<file path="config.mk">
export PLATFORM = sky130hd
export DESIGN_NAME = gpsc_top
export DESIGN_NICKNAME = d
export VERILOG_FILES = /design/src/rtl/gpsc_pkg.sv /design/src/rtl/gpsc_decode.sv /design/src/rtl/gpsc_bank.sv /design/src/rtl/gpsc_pad.sv /design/src/rtl/gpsc_top.sv
export SDC_FILE = /design/constraint.sdc
export NUM_CORES = 1
export LEC_CHECK = 0
export ABC_AREA = 1
export BUFFER_PORTS_ARGS = -buffer_cell sky130_fd_sc_hd__buf_2
export CORE_MARGIN = 2
export CORE_UTILIZATION = 55
export CTS_CLUSTER_DIAMETER = 50
export DETAILED_ROUTE_END_ITERATION = 10
export PLACE_DENSITY = 0.77
export SLEW_MARGIN = 40
export SYNTH_ARGS = -nofsm -noshare
export SYNTH_HDL_FRONTEND = slang
export SYNTH_SLANG_ARGS = --single-unit
</file>
<file path="constraint.sdc">
create_clock -name clk -period 2.9 [get_ports clk]
set_input_delay 0.87 -clock clk [delete_from_list [all_inputs] [get_ports clk]]
set_output_delay 0.87 -clock clk [all_outputs]
set_load 0.01 [all_outputs]
</file>
<file path="src/rtl/gpsc_pkg.sv">
package gpsc_pkg;
  localparam int FEAT_N = 8;
  typedef enum logic [3:0] {
    F_OUT    = 4'd0,
    F_OE     = 4'd1,
    F_OD     = 4'd2,
    F_PU     = 4'd3,
    F_PD     = 4'd4,
    F_IE     = 4'd5,
    F_IINV   = 4'd6,
    F_OINV   = 4'd7,
    F_INSTAT = 4'd8
  } reg_id_e;
endpackage

</file>
<file path="src/rtl/gpsc_decode.sv">
module gpsc_decode
  import gpsc_pkg::*;
#(
  parameter int ADDR_W   = 8,
  parameter int STRIDE_W = 7,
  parameter int NBANK    = 2,
  parameter int BIDX_W   = 1
) (
  input  logic [ADDR_W-1:0] addr,
  output logic [BIDX_W-1:0] bank_idx,
  output logic [FEAT_N-1:0] reg_sel,
  output logic              stat_sel
);
  localparam int BF_W = ADDR_W - STRIDE_W;
  localparam int WD_W = STRIDE_W - 2;

  logic [BF_W-1:0] bank_f;
  logic [WD_W-1:0] word;
  logic            aligned;
  logic            bank_ok;

  assign bank_f   = addr[ADDR_W-1:STRIDE_W];
  assign word     = addr[STRIDE_W-1:2];
  assign aligned  = (addr[1:0] == 2'b00);
  assign bank_ok  = (int'(bank_f) < NBANK);
  assign bank_idx = BIDX_W'(bank_f);

  always_comb begin
    reg_sel  = '0;
    stat_sel = 1'b0;
    if (aligned && bank_ok) begin
      for (int f = 0; f < FEAT_N; f++) begin
        if (int'(word) == f) reg_sel[f] = 1'b1;
      end
      if (int'(word) == int'(F_INSTAT)) stat_sel = 1'b1;
    end
  end
endmodule

</file>
<file path="src/rtl/gpsc_bank.sv">
module gpsc_bank
  import gpsc_pkg::*;
#(
  parameter int W = 16
) (
  input  logic                       clk,
  input  logic                       rst_n,
  input  logic [FEAT_N-1:0]          wr_sel,
  input  logic [W-1:0]               set_bits,
  input  logic [W-1:0]               clr_bits,
  output logic [FEAT_N-1:0][W-1:0]   feat_q
);
  for (genvar f = 0; f < FEAT_N; f++) begin : g_feat
    logic [W-1:0] q;
    always_ff @(posedge clk or negedge rst_n) begin
      if (!rst_n)         q <= '0;
      else if (wr_sel[f]) q <= (q | set_bits) & ~clr_bits;
    end
    assign feat_q[f] = q;
  end
endmodule

</file>
<file path="src/rtl/gpsc_pad.sv">
module gpsc_pad #(
  parameter int W = 16
) (
  input  logic         clk,
  input  logic         rst_n,
  input  logic [W-1:0] out_v,
  input  logic [W-1:0] oe,
  input  logic [W-1:0] od,
  input  logic [W-1:0] ie,
  input  logic [W-1:0] iinv,
  input  logic [W-1:0] oinv,
  input  logic [W-1:0] pad_in,
  output logic [W-1:0] pad_out,
  output logic [W-1:0] pad_oe,
  output logic [W-1:0] in_sync
);
  logic [W-1:0] eff;
  logic [W-1:0] in_raw;
  logic [W-1:0] s1;

  assign eff     = out_v ^ oinv;
  assign pad_out = eff;
  assign pad_oe  = oe & ~(od & eff);
  assign in_raw  = (pad_in ^ iinv) & ie;

  always_ff @(posedge clk or negedge rst_n) begin
    if (!rst_n) begin
      s1      <= '0;
      in_sync <= '0;
    end else begin
      s1      <= in_raw;
      in_sync <= s1;
    end
  end
endmodule

</file>
<file path="src/rtl/gpsc_top.sv">
module gpsc_top
  import gpsc_pkg::*;
#(
  parameter int BANK_W   = 16,
  parameter int NBANK    = 2,
  parameter int ADDR_W   = 8,
  parameter int STRIDE_W = 7
) (
  input  logic                  clk,
  input  logic                  rst_n,
  input  logic                  wr_en,
  input  logic                  rd_en,
  input  logic [ADDR_W-1:0]     addr,
  input  logic [2*BANK_W-1:0]   wdata,
  output logic [2*BANK_W-1:0]   rdata,
  input  logic [BANK_W*NBANK-1:0] pad_in,
  output logic [BANK_W*NBANK-1:0] pad_out,
  output logic [BANK_W*NBANK-1:0] pad_oe,
  output logic [BANK_W*NBANK-1:0] pad_pu,
  output logic [BANK_W*NBANK-1:0] pad_pd
);
  localparam int NPINS  = BANK_W * NBANK;
  localparam int BIDX_W = (NBANK > 1) ? $clog2(NBANK) : 1;

  logic [BIDX_W-1:0]             bank_idx;
  logic [FEAT_N-1:0]             reg_sel;
  logic                          stat_sel;
  logic [FEAT_N-1:0][NPINS-1:0]  feat_all;
  logic [NPINS-1:0]              in_vec;
  logic [NPINS-1:0]              out_vec;
  logic [NPINS-1:0]              od_vec;
  logic [BANK_W-1:0]             rd_val;

  gpsc_decode #(
    .ADDR_W(ADDR_W), .STRIDE_W(STRIDE_W), .NBANK(NBANK), .BIDX_W(BIDX_W)
  ) u_dec (
    .addr(addr), .bank_idx(bank_idx), .reg_sel(reg_sel), .stat_sel(stat_sel)
  );

  for (genvar b = 0; b < NBANK; b++) begin : g_bank
    logic [FEAT_N-1:0]             wsel;
    logic [FEAT_N-1:0][BANK_W-1:0] bq;

    assign wsel = (wr_en && (int'(bank_idx) == b)) ? reg_sel : '0;

    gpsc_bank #(.W(BANK_W)) u_regs (
      .clk(clk), .rst_n(rst_n), .wr_sel(wsel),
      .set_bits(wdata[BANK_W-1:0]), .clr_bits(wdata[2*BANK_W-1:BANK_W]),
      .feat_q(bq)
    );

    for (genvar f = 0; f < FEAT_N; f++) begin : g_map
      assign feat_all[f][b*BANK_W +: BANK_W] = bq[f];
    end

    gpsc_pad #(.W(BANK_W)) u_pad (
      .clk(clk), .rst_n(rst_n),
      .out_v(bq[F_OUT]), .oe(bq[F_OE]), .od(bq[F_OD]),
      .ie(bq[F_IE]), .iinv(bq[F_IINV]), .oinv(bq[F_OINV]),
      .pad_in(pad_in[b*BANK_W +: BANK_W]),
      .pad_out(pad_out[b*BANK_W +: BANK_W]),
      .pad_oe(pad_oe[b*BANK_W +: BANK_W]),
      .in_sync(in_vec[b*BANK_W +: BANK_W])
    );
  end

  assign pad_pu  = feat_all[F_PU];
  assign pad_pd  = feat_all[F_PD];
  assign out_vec = feat_all[F_OUT];
  assign od_vec  = feat_all[F_OD];

  always_comb begin
    rd_val = '0;
    for (int f = 0; f < FEAT_N; f++) begin
      if (reg_sel[f]) rd_val = feat_all[f][int'(bank_idx)*BANK_W +: BANK_W];
    end
    if (stat_sel) rd_val = in_vec[int'(bank_idx)*BANK_W +: BANK_W];
  end

  always_ff @(posedge clk or negedge rst_n) begin
    if (!rst_n)     rdata <= '0;
    else if (rd_en) rdata <= {{BANK_W{1'b0}}, rd_val};
  end
endmodule

</file>
==> reports/results.ini <==
[yosys]
synth_edf_count = 0
synthCells = 2011
ys_warn_count = 0
synth_seq_cells = 336
synth_area_um2 = 17100
synthArstFlopShare_pct = 100
ys_seq_area_share_pct = 49.2
ys.flop_type = dfrtp_1
ys_types = 32
syn-mean-instance-area_um2 = 8.49

[sta]
report.final.hold_viol_count = 0
fin_skew_ps = 14.4
worst_pin_slew_ps = 739
max_clock_freq_mhz = 371
setup-violations-final = 0
fin_crit_ps = 2690
fin_ws_ps = 206
rsz0062_at_grt = no
tns_ps = 0
slew-limit-headroom_pct = 50.7
fin_crit_sh_pct = 92.9
maxSlewViolCount = 0

[detailed_routing]
wl_met1_mm = 22.7
wl_met2_mm = 23.4
wl_mm = 53.1
drt-initial-drc-count = 1983
routed.top_layer = met4
via_per_inst = 5.94
ant_nets = 0
first_pass_iters = 6
drc = 0
via_count = 15100
wl_met3_mm = 5.67
wl_per_cell_um = 20.8

[clock_tree]
clk_latency_ps = 520
root_buffer = clkbuf_16
clock-sinks = 336
htreeDepth = 2
cts_resized = 0
cts_tree = done
clk_pin_slew_ps = 60
ctsHoldBuffers = 0
cts_buffers = 37
post_cts_buffers = 0
cts_max_path_buffers = 3

[worst_hold_path]
min_path_type = input port to async pin

[finish]
multiInputGateArea_um2 = 7040
antennaDiodeCount = 0
seqCellArea_um2 = 8410
fin_nets = 2201
nFillCells = 2589
layout-drive-gt1-share_pct = 18.7
design_area_um2 = 19300
syn_to_final_growth_pct = 13.2

[pwr]
power_mw = 11.2
vdd_ir_drop_max_mv = 0.335
power_density_nw_per_um2 = 579
p_leak_nw = 9.69

[critical_path]
critical_path_arrival_ps = 1820
critPathMaxStageDelay_ps = 440
crit_path_top_delay_cell = xor2_1
cp_cell_sequence = xor2_1 > nand2_1 > nand2_1 > inv_1 > buf_2
worstPathMaxFanout = 3
rrSetupSlack_ps = 1250
worstSetupStartpoint = g_bank[0].u_regs.g_feat[7].q[5]
endpoint = pad_oe[5]
regToRegEndpoint = rdata[14]
crit_path_end_kind = output pin
critPathLaunchType = flip-flop
critPathRequiredTime_ps = 2030
r2r_start = g_bank[0].u_regs.g_feat[4].q[14]
r2r_cells = 9
crit_type = flip-flop to output pin
crit_top_cell = nand2_1

[grt]
grt_pass1_vias = 14400
grt_pass1_wl_mm = 83.4
grt_max_degree = 74
gr-total-overflow = 0
antenna_found_initial = 0
grtUsageTotal_pct = 32.4

[floorplanning]
die_x_um = 180
num_rows = 64
io_pins = 236
die_area_um2 = 32500
die_h_um = 180
initial_core_util_pct = 55.8
core_area_um2 = 30600

[place]
routabilityCongestion = 0.942
hpwl_mm = 37.5
dpl_cell_area_um2 = 18000
io_buffers = 219
place_ws_ps = 207

[run]
maxCapViolations = 0

[status]
outcome = finished clean

## worst max-delay path: cells and delay by family (launching register included)
kind / cells / cell delay (ps)
simple gates: 2 / 280
buf+inv: 2 / 170
flops: 1 / 420
xor+xnor: 1 / 440
## cell type report
class / count / area share, %
sequential: 336 / 43.5
multi-input combinational: 1337 / 36.4
timing repair buffer: 259 / 7.87
clock buffer: 51 / 5.59
inverter: 154 / 3.00
tap: 396 / 2.56
clock inverter: 13 / 1.07
## cells by family (layout without fill, tap and decap cells)
kind of cell,count (synthesis),after routing,share of synthesized area [%]
and+or+nand+nor,873,873,21.6
DFF,336,336,49.2
other,1,16,0.0220
xor gates and xnor gates,32,32,1.64
buffers and inverters,353,477,9.89
AOI/OAI and AO/OA,416,416,17.6
## layout by cell type, fill, tap and decap left out, types with 33 or more instances in the layout
cell type / Yosys / final
o21ai_0: 46 / 46
nand3_1: 33 / 33
dfrtp_1: 336 / 336
buf_2: 45 / 217
nand2_1: 420 / 420
o211ai_1: 48 / 48
clkbuf_16: 0 / 38
a21oi_1: 80 / 80
inv_1: 119 / 119
a22oi_1: 64 / 64
nor2_1: 307 / 307
a2bb2oi_1: 160 / 160
## layer usage
metal	vias up	track usage, %
met5	-	0
met4	0	9.52
met3	95	6.18
met2	899	48.0
met1	7361	48.4
li1	6779	-
## worst min-delay path by stage
stage / from / endpoint / slack (ps)
3_3_place_gp: g_bank[1].u_pad.s1[15] / g_bank[1].u_pad.in_sync[15] / 330
6_report: rst_n / g_bank[1].u_regs.g_feat[1].q[0] / 320
5_1_grt: rst_n / g_bank[1].u_regs.g_feat[1].q[0] / 350
3_5_place_dp: g_bank[0].u_pad.s1[9] / g_bank[0].u_pad.in_sync[9] / 330
2_1_floorplan: g_bank[0].u_pad.s1[0] / g_bank[0].u_pad.in_sync[0] / 330
4_1_cts: rst_n / g_bank[1].u_regs.g_feat[0].q[0] / 330
## synth_stat cells, types with 33 or more instances
cell type / number / share of area [%]
nand3_1: 33 / 0.97
nand2_1: 420 / 9.2
a2bb2oi_1: 160 / 8.2
buf_4: 80 / 3.5
a21oi_1: 80 / 2.3
nor2_1: 307 / 6.7
clkbuf_1: 46 / 1.0
o211ai_1: 48 / 2.1
a22oi_1: 64 / 2.8
o21ai_0: 46 / 1.3
dfrtp_1: 336 / 49
inv_1: 119 / 2.6
buf_2: 45 / 1.3
## state kept, by name, summed over array words and instances (netlist names)
name	cells
rdata	16
g_bank.u_pad.s1	32
g_bank.u_pad.in_sync	32
g_bank.u_regs.g_feat.q	256
## metrics by stage
step,utilization [%],std cells,hold WS (ps)
after floorplan,-,2026,331
after global placement,59.0,2482,331
after detailed placement,59.0,2482,335
after CTS,63.2,2546,331
after global routing,63.2,2546,348
final,63.2,2546,322
## report_power, final
part	internal (mW)	switching (mW)
registers	4.90	0.181
logic	0.385	0.778
clock network	3.05	1.91
total	8.33	2.86
(Power assumes the default switching activity.)
